===== src/rtl/cs_out_bank.sv =====
module cs_out_bank #(
  parameter int NPINS = 8
) (
  input  logic               clk,
  input  logic               rst_n,
  input  logic               cfg_we,
  input  logic [2*NPINS-1:0] cfg_wdata,
  input  logic               cmd_we,
  input  logic [2*NPINS-1:0] cmd_wdata,
  output logic [NPINS-1:0]   pad_out,
  output logic [NPINS-1:0]   cs_sel
);
  localparam int W = 2 * NPINS;

  logic [NPINS-1:0] lvl_q, inv_q, csf_q;
  logic [NPINS-1:0] set_m, clr_m;

  assign set_m = cmd_wdata[W-1:NPINS];
  assign clr_m = cmd_wdata[NPINS-1:0];

  // clear has priority over set on the same pin
  always_ff @(posedge clk or negedge rst_n) begin
    if (!rst_n)      lvl_q <= '1;
    else if (cmd_we) lvl_q <= (lvl_q | set_m) & ~clr_m;
  end

  always_ff @(posedge clk or negedge rst_n) begin
    if (!rst_n) begin
      inv_q <= '0;
      csf_q <= '0;
    end else if (cfg_we) begin
      inv_q <= cfg_wdata[NPINS-1:0];
      csf_q <= cfg_wdata[W-1:NPINS];
    end
  end

  assign pad_out = lvl_q ^ inv_q;
  assign cs_sel  = csf_q;

  p_reset_r1: assert property (@(posedge clk) $rose(rst_n) |-> (pad_out == '1 && cs_sel == '0));

  p_set_r2: assert property (@(posedge clk) disable iff (!rst_n)
    cmd_we |=> ((lvl_q & $past(set_m & ~clr_m)) == $past(set_m & ~clr_m)));

  p_clear_wins_r4: assert property (@(posedge clk) disable iff (!rst_n)
    cmd_we |=> ((lvl_q & $past(clr_m)) == '0));

  p_hold_r5: assert property (@(posedge clk) disable iff (!rst_n)
    cmd_we |=> (((lvl_q ^ $past(lvl_q)) & ~$past(set_m | clr_m)) == '0));

  p_stable_r10: assert property (@(posedge clk) disable iff (!rst_n)
    !cmd_we |=> $stable(lvl_q));

  p_cfg_load_r7: assert property (@(posedge clk) disable iff (!rst_n)
    cfg_we |=> (cs_sel == $past(cfg_wdata[W-1:NPINS])));

  p_pad_track_r6: assert property (@(posedge clk) disable iff (!rst_n)
    (!cfg_we && !cmd_we) |=> $stable(pad_out));
endmodule


===== config.mk =====
export PLATFORM = sky130hd
export DESIGN_NAME = cs_out_bank
export DESIGN_NICKNAME = d
export VERILOG_FILES = /design/src/rtl/cs_out_bank.sv
export SDC_FILE = /design/constraint.sdc
export NUM_CORES = 1
export LEC_CHECK = 0
export BUFFER_PORTS_ARGS = -buffer_cell sky130_fd_sc_hd__buf_2
export CAP_MARGIN = 20
export CORE_MARGIN = 2
export CORE_UTILIZATION = 45
export CTS_CLUSTER_SIZE = 25
export DETAILED_ROUTE_END_ITERATION = 6
export GPL_TIMING_DRIVEN = 1
export PLACE_DENSITY = 0.8
export SYNTH_ARGS = -nofsm -noshare
export SYNTH_HDL_FRONTEND = slang
export SYNTH_SLANG_ARGS = --single-unit

===== constraint.sdc =====
create_clock -name clk -period 1.65 [get_ports clk]
set_input_delay 0.165 -clock clk [delete_from_list [all_inputs] [get_ports clk]]
set_output_delay 0.165 -clock clk [all_outputs]
set_load 0.02 [all_outputs]

# Word level (Yosys, flattened, before mapping)
# Index checks and enable logic that the tools add are counted.
op_classes:
  n_bitwise: 4
op_table:
  columns: ["operator", "n"]
  rows:
  - ["$and A8 B8 Y8", 1]
  - ["$not A8 Y8", 1]
  - ["$or A8 B8 Y8", 1]
  - ["$xor A8 B8 Y8", 1]
totals:
  register_bits: 24
  input_bits: 36
  out_inout_bits: 16
  word_cells: 7

# Depth between registers and ports, before layout
# Gate-level depths: netlist (run 1).
logic_depth:
  depth_word: 2
  ltp_mapped: 4
  ltp_nobuf: 2

# Worst setup path before layout (run 1)
# No wires, ideal clock.
synth_timing:
  path_kind: "reg-to-output"
  from: "reg lvl_q[0]"
  to: "out pad_out[0]"
  arrival_ns: 0.876
  required_time_ns: 1.485
  path_slack_ns: 0.609
  path_stages_with_launch: 2
  path_buffers: 0
  path_cell_list: "dfstp_2 > xor2_1"
synth_via:
  elab_chain_len: 1
synth_lines:
  columns: ["item", "line", "source"]
  rows:
  - ["from (decl)", "15", "logic [NPINS-1:0] lvl_q, inv_q, csf_q;"]
  - ["from (signal assigned)", "24", "else if (cmd_we) lvl_q <= (lvl_q | set_m) & ~clr_m;"]
  - ["$xor A8 B8 Y8", "37", "assign pad_out = lvl_q ^ inv_q;"]
  - ["to (decl)", "10", "output logic [NPINS-1:0] pad_out,"]
# No other way between the ends.

# Worst setup path in the final report (run 1)
layout_timing:
  from: "reg lvl_q[7]"
  to: "out pad_out[7]"
# Same word-level chain as after synthesis.

==> results of run 1 <==
==> area by class of cell <==
class	count	area (sq um)	share of cell area, %
flip-flops and latches	24	611	43.3
clock inverters	1	30.0	2.13
well taps	28	35.0	2.48
multi-input cells	40	368	26.1
repair buffers	60	345	24.5
clock buffers	3	22.5	1.60
==> flip-flops by register name (all words and copies together), names as in the netlist <==
register	flops
cs_sel	8
inv_q	8
lvl_q	8
==> power groups by stage <==
stage                     logic [mW]  registers, mW  clock network (mW)
after floorplan                0.181          0.735                   0
after global placement         0.313          0.716                   0
after detailed placement       0.320          0.720                   0
after CTS                      0.338          0.709               0.424
after global routing           0.366          0.718               0.442
final                          0.339          0.708               0.408
==> worst paths after layout <==
kind	endpoint	cells after the start	slack, ns	start
hold reg to reg	cs_sel[1]	1	0.53	cs_sel[1]
setup reg to reg	lvl_q[5]	2	0.81	lvl_q[5]
min in group asynchronous	inv_q[2]	2	0.34	rst_n
setup / recovery	pad_out[7]	2	0.24	lvl_q[7]
max in group asynchronous	lvl_q[6]	2	0.95	rst_n
hold / removal	cs_sel[7]	2	0.08	cfg_wdata[15]
==> worst max-delay path: cells and delay by family (launching register included) <==
kind,cells,cell delay [ns]
xor gates and xnor gates,1,0.17
DFF,1,0.56
buffers and inverters,1,0.20
==> layout by cell type, fill, tap and decap left out, drive strengths merged <==
cell type    count
a21oi           16
buf             51
bufinv           1
clkbuf           3
dfrtp           16
dfstp            8
dlygate4sd3      9
mux2            16
xor2             8
==> logic make-up (layout without fill, tap and decap cells) <==
logic type      Yosys count  count (layout)
compound gates           16              16
xor+xnor                  8               8
buf+inv                   4              64
flops                    24              24
mux                      16              16
==> metal layers <==
layer | part of all wire [%] | GRT usage (%) | routed length [um]
met1 | 42 | 22.3 | 919
met2 | 52 | 29.9 | 1150
met3 | 4.4 | 1.72 | 96
met4 | 1.1 | 7.89 | 25
met5 | 0 | 0 | 0
==> metrics by stage <==
step	cell area [sq um]	hold slack (ns)	power (mW)	worst slack [ns]	cells
floorplan	1020	-0.131	0.916	0.609	68
global placement	1270	0.152	1.03	0.620	143
detailed placement	1270	0.164	1.04	0.592	143
CTS	1410	0.0658	1.47	0.278	156
global route	1410	0.0588	1.53	0.162	156
finish	1410	0.0788	1.45	0.243	156
==> repair_timing <==
action | in CTS | in global routing
setup buffers | 0 | 0
setup endpoints to repair | 0 | 0
endpoints found under the hold margin | 24 | 0
hold buffers | 9 | 0
==> results.tsv, run 1 <==
metric	value	unit
status	completed	
diodes	0	
grt_antenna_before_repair	0	
slew_violations	0	
cts_tree	built	
irDropWorstVdd	0.544	mV
grt_pass1_vias	704	
clkLatencyLatePin	0.30	ns
port_buffers	51	
cts_root_buf	clkbuf_4	
worstPathArrival	1.24	ns
cp.required	1.48	ns
synth_flop_cell	dfrtp_1	
grt_pass1_wl	3300	um
drive_above_1_share	61.7	%
p_seq_share	48.7	%
post-synth-top-area-cell	dfrtp_1	
path_cells	xor2_1 > buf_2	
grt_remaining_overflow	0	
fin_crit_sh	85.3	%
pwr-share-comb	23.3	%
fin_nets	165	
wl_per_cell	14.0	um
seq_area_frac_synth	59.7	%
dieArea	0.00267	sq mm
netlist.area_leader.share	39.2	%
wirelength	2190	um
start_util	47.1	%
synthXorXnorAreaFrac	6.85	%
internal_power	1.07	mW
drc	0	
max_stage_delay	0.56	ns
die_width	51.7	um
synth_area_per_cell	15.0	sq um
power_switching	381	uW
synthMuxAreaShare	21.3	%
synth_cell_types	10	
yosysWarnings	0	
setup_viol_count_final	0	
vias	737	
cts_htree_levels	1	
crit_slowest_cell	dfstp_2	
via_per_inst	4.72	
critPathCaptureType	primary output	
maxCapViolCount	0	
syn_area	0.00102	sq mm
syn_nets	104	
drt.antenna.violating_nets	0	
worst_pin_slew	0.500	ns
final_core_utilization	65.1	%
leakage	0.705	nW
cts-buffers-inserted	3	
swShare	26.2	%
grt_max_degree	25	
clkPwrFrac	28.0	%
clockBufferDepth	2	
pwr_density_cell	1030	mW/mm^2
path_clk_slew	0.13	ns
coreArea	0.00217	sq mm
syn_inst	68	
synth_fa_ha_area_share	0	%
timing_hold_violations_final	0	
postCtsResizedCells	0	
slew_headroom	66.7	%
synth-compound-area-share	7.83	%
yosys_register_bits	24	
hold_path_class	input pin to flop	
grtUsageTotal	17.5	%
crit_fanout	2	
synthSimpleGateAreaFrac	0	%
ys_top_cells_by_count	a21oi_1 (16), dfrtp_1 (16), mux2_4 (10), dfstp_2 (8), xor2_1 (8)	
rows	17	
drtIter0Drc	9	
synth-edff-count	0	
tns	0	ns
pin_count	52	
synth_top_family_by_area	multiplexers	
firstDrtPassIters	4	
worst_setup_path_start_kind	flop	
fillers	171	
cts.sinks	24	
yosys-top-cells-area	dfrtp_1 (39%), dfstp_2 (21%), mux2_4 (15%)	
gp_congestion	0.703	
skew	0	ns
async_reset_ff_share	100	%
fmax	0.711	GHz
area_growth	38.1	%
critPathKind	flop to primary output	
die_h	51.7	um
rsz0062_at_grt	false	
min_period	1.41	ns
Note: power is estimated with default switching activity, not from simulation.
==> run 2, diff against run 1 <==
CELL_PAD_IN_SITES_DETAIL_PLACEMENT = 1   (was not set)
CELL_PAD_IN_SITES_GLOBAL_PLACEMENT = 2   (was not set)
CORE_UTILIZATION = 29   (was 45)
PLACE_DENSITY = 0.82   (was 0.8)
REMOVE_ABC_BUFFERS = 1   (was not set)
==> results.tsv, run 2 (synthesis gave the netlist of run 1 again) <==
metric	value	unit	change
drive_above_1_share	61.4	%	-0.30 points
hold_path_class	input pin to flop		
cts.sinks	24		unchanged
worst_pin_slew	0.521	ns	+0.0212 ns
pwr_density_cell	915	mW/mm^2	-11%
r2r-start	lvl_q[0]		
coreArea	0.00336	sq mm	+55%
path_cells	xor2_1 > buf_2		
via_per_inst	4.27		-9.6%
crit_fanout	2		unchanged
clkLatencyLatePin	0.30	ns	about the same
layout_commonest_cell	buf_2		
cts_htree_levels	1		unchanged
pin_count	52		unchanged
reg2reg_depth	2		unchanged
fin_area	0.00140	sq mm	-0.53%
fin_nets	165		unchanged
min_period	1.35	ns	-0.0594 ns
skew	0	ns	unchanged
cp.required	1.48	ns	about the same
grt_max_degree	25		unchanged
die_h	63.4	um	+23%
wl_per_cell	12.6	um	-10%
dp_cells	161		+13%
max_stage_delay	0.56	ns	about the same
min_to	cs_sel[1]		
leakage	0.690	nW	-2.0%
grt_pass1_wl	3610	um	+9.4%
status	completed		
fmax	0.742	GHz	+4.4%
placedInstanceArea	0.00129	sq mm	+1.8%
postCtsSetupBuffers	0		unchanged
dieArea	0.00402	sq mm	+50%
grt.met2_usage	16.6	%	-13 points
firstDrtPassIters	4		unchanged
holdPathStages	2		unchanged
fin_crit_sh	81.7	%	-3.6 points
irDropWorstVdd	0.381	mV	-30%
grt_antenna_before_repair	0		unchanged
cts-buffers-inserted	3		unchanged
slew_headroom	65.2	%	-1.4 points
drt.antenna.violating_nets	0		unchanged
regToRegSetupSlack	0.84	ns	+0.03 ns
grtUsageTotal	11.4	%	-6.0 points
vias	739		+0.27%
port_buffers	51		unchanged
die_width	63.4	um	+23%
worst_setup_path_start_kind	flop		
drc	0		unchanged
slew_violations	0		unchanged
cts_root_buf	clkbuf_4		
path_clk_slew	0.12	ns	about the same
final_core_utilization	41.7	%	-23 points
grt_util_met1	17.0	%	-5.4 points
critPathCaptureType	primary output		
final_cell_mix	buf_2 (51), a21oi_1 (16), dfrtp_1 (16)		
critPathKind	flop to primary output		
busiest_layer	met1		
area_growth	37.3	%	
dp_hpwl	1590	um	
holdCritStartpoint	cfg_wdata[9]		
met3_usage	2.68	%	+0.95 points
r2r_end	lvl_q[0]		
postCtsResizedCells	0		unchanged
crit_slowest_cell	dfstp_2		
worstPathArrival	1.18	ns	-0.06 ns
rsz0062_at_grt	false		
grt_remaining_overflow	0		unchanged
grt_pass1_vias	767		+8.9%
wirelength	2180	um	-0.32%
gp_congestion	0.676		-3.9%
cts_tree	built		
clockBufferDepth	2		unchanged
timing_hold_violations_final	0		unchanged
start_util	30.4	%	-17 points
drtIter0Drc	9		unchanged
maxCapViolCount	0		unchanged
setup_viol_count_final	0		unchanged
total_power	1.28	mW	-12%
rows	21		+4
diodes	0		unchanged
layout.cells.non_filler	173		+11%
tns	0	ns	unchanged
==> run 2: report_power, final <==
group	switching (mW)	total, mW	internal (mW)
sequential	0.0407	0.707	0.667
clock	0.160	0.245	0.0850
combinational	0.171	0.332	0.161
total	0.371	1.28	0.913
==> run 2: layer usage <==
layer | up-vias | wire [um]
li1 | 352 | -
met2 | 34 | 1040
met3 | 0 | 160
met1 | 353 | 982
met4 | 0 | 0
met5 | - | 0
==> run 2: worst max path at each step <==
stage	startpoint	end	slack, ns
2_1_floorplan	lvl_q[0]	pad_out[0]	0.61
3_3_place_gp	cfg_we	inv_q[6]	0.59
3_5_place_dp	cfg_we	cs_sel[7]	0.55
4_1_cts	lvl_q[3]	pad_out[3]	0.27
5_1_grt	lvl_q[6]	pad_out[6]	0.19
6_report	lvl_q[3]	pad_out[3]	0.30
==> run 2: per-stage QoR <==
step	hold WS [ns]	setup WS [ns]
after floorplan	-0.131	0.609
after global placement	0.171	0.587
after detailed placement	0.178	0.554
after CTS	0.0666	0.274
after global routing	0.0498	0.187
final	0.0870	0.302
==> run 2: layout make-up <==
| type | count | area [sq um] |
|---|---|---|
| Multi-Input combinational cell | 40 | 368 |
| Tap cell | 46 | 57.6 |
| Clock buffer | 3 | 22.5 |
| Timing Repair Buffer | 60 | 345 |
| Sequential cell | 24 | 611 |
| Fill cell | 399 | 1960 |
==> run 2: what timing repair did <==
| item | in CTS | in global routing |
|---|---|---|
| endpoints found under the setup margin | 0 | 0 |
| endpoints found under the hold margin | 24 | 0 |
| hold buffers | 9 | 0 |
==> run 2: critical path: cells and delay by family, from the launching register on <==
family	cells	cell delay, ns
buf+inv	1	0.18
xor+xnor	1	0.14
flops	1	0.56
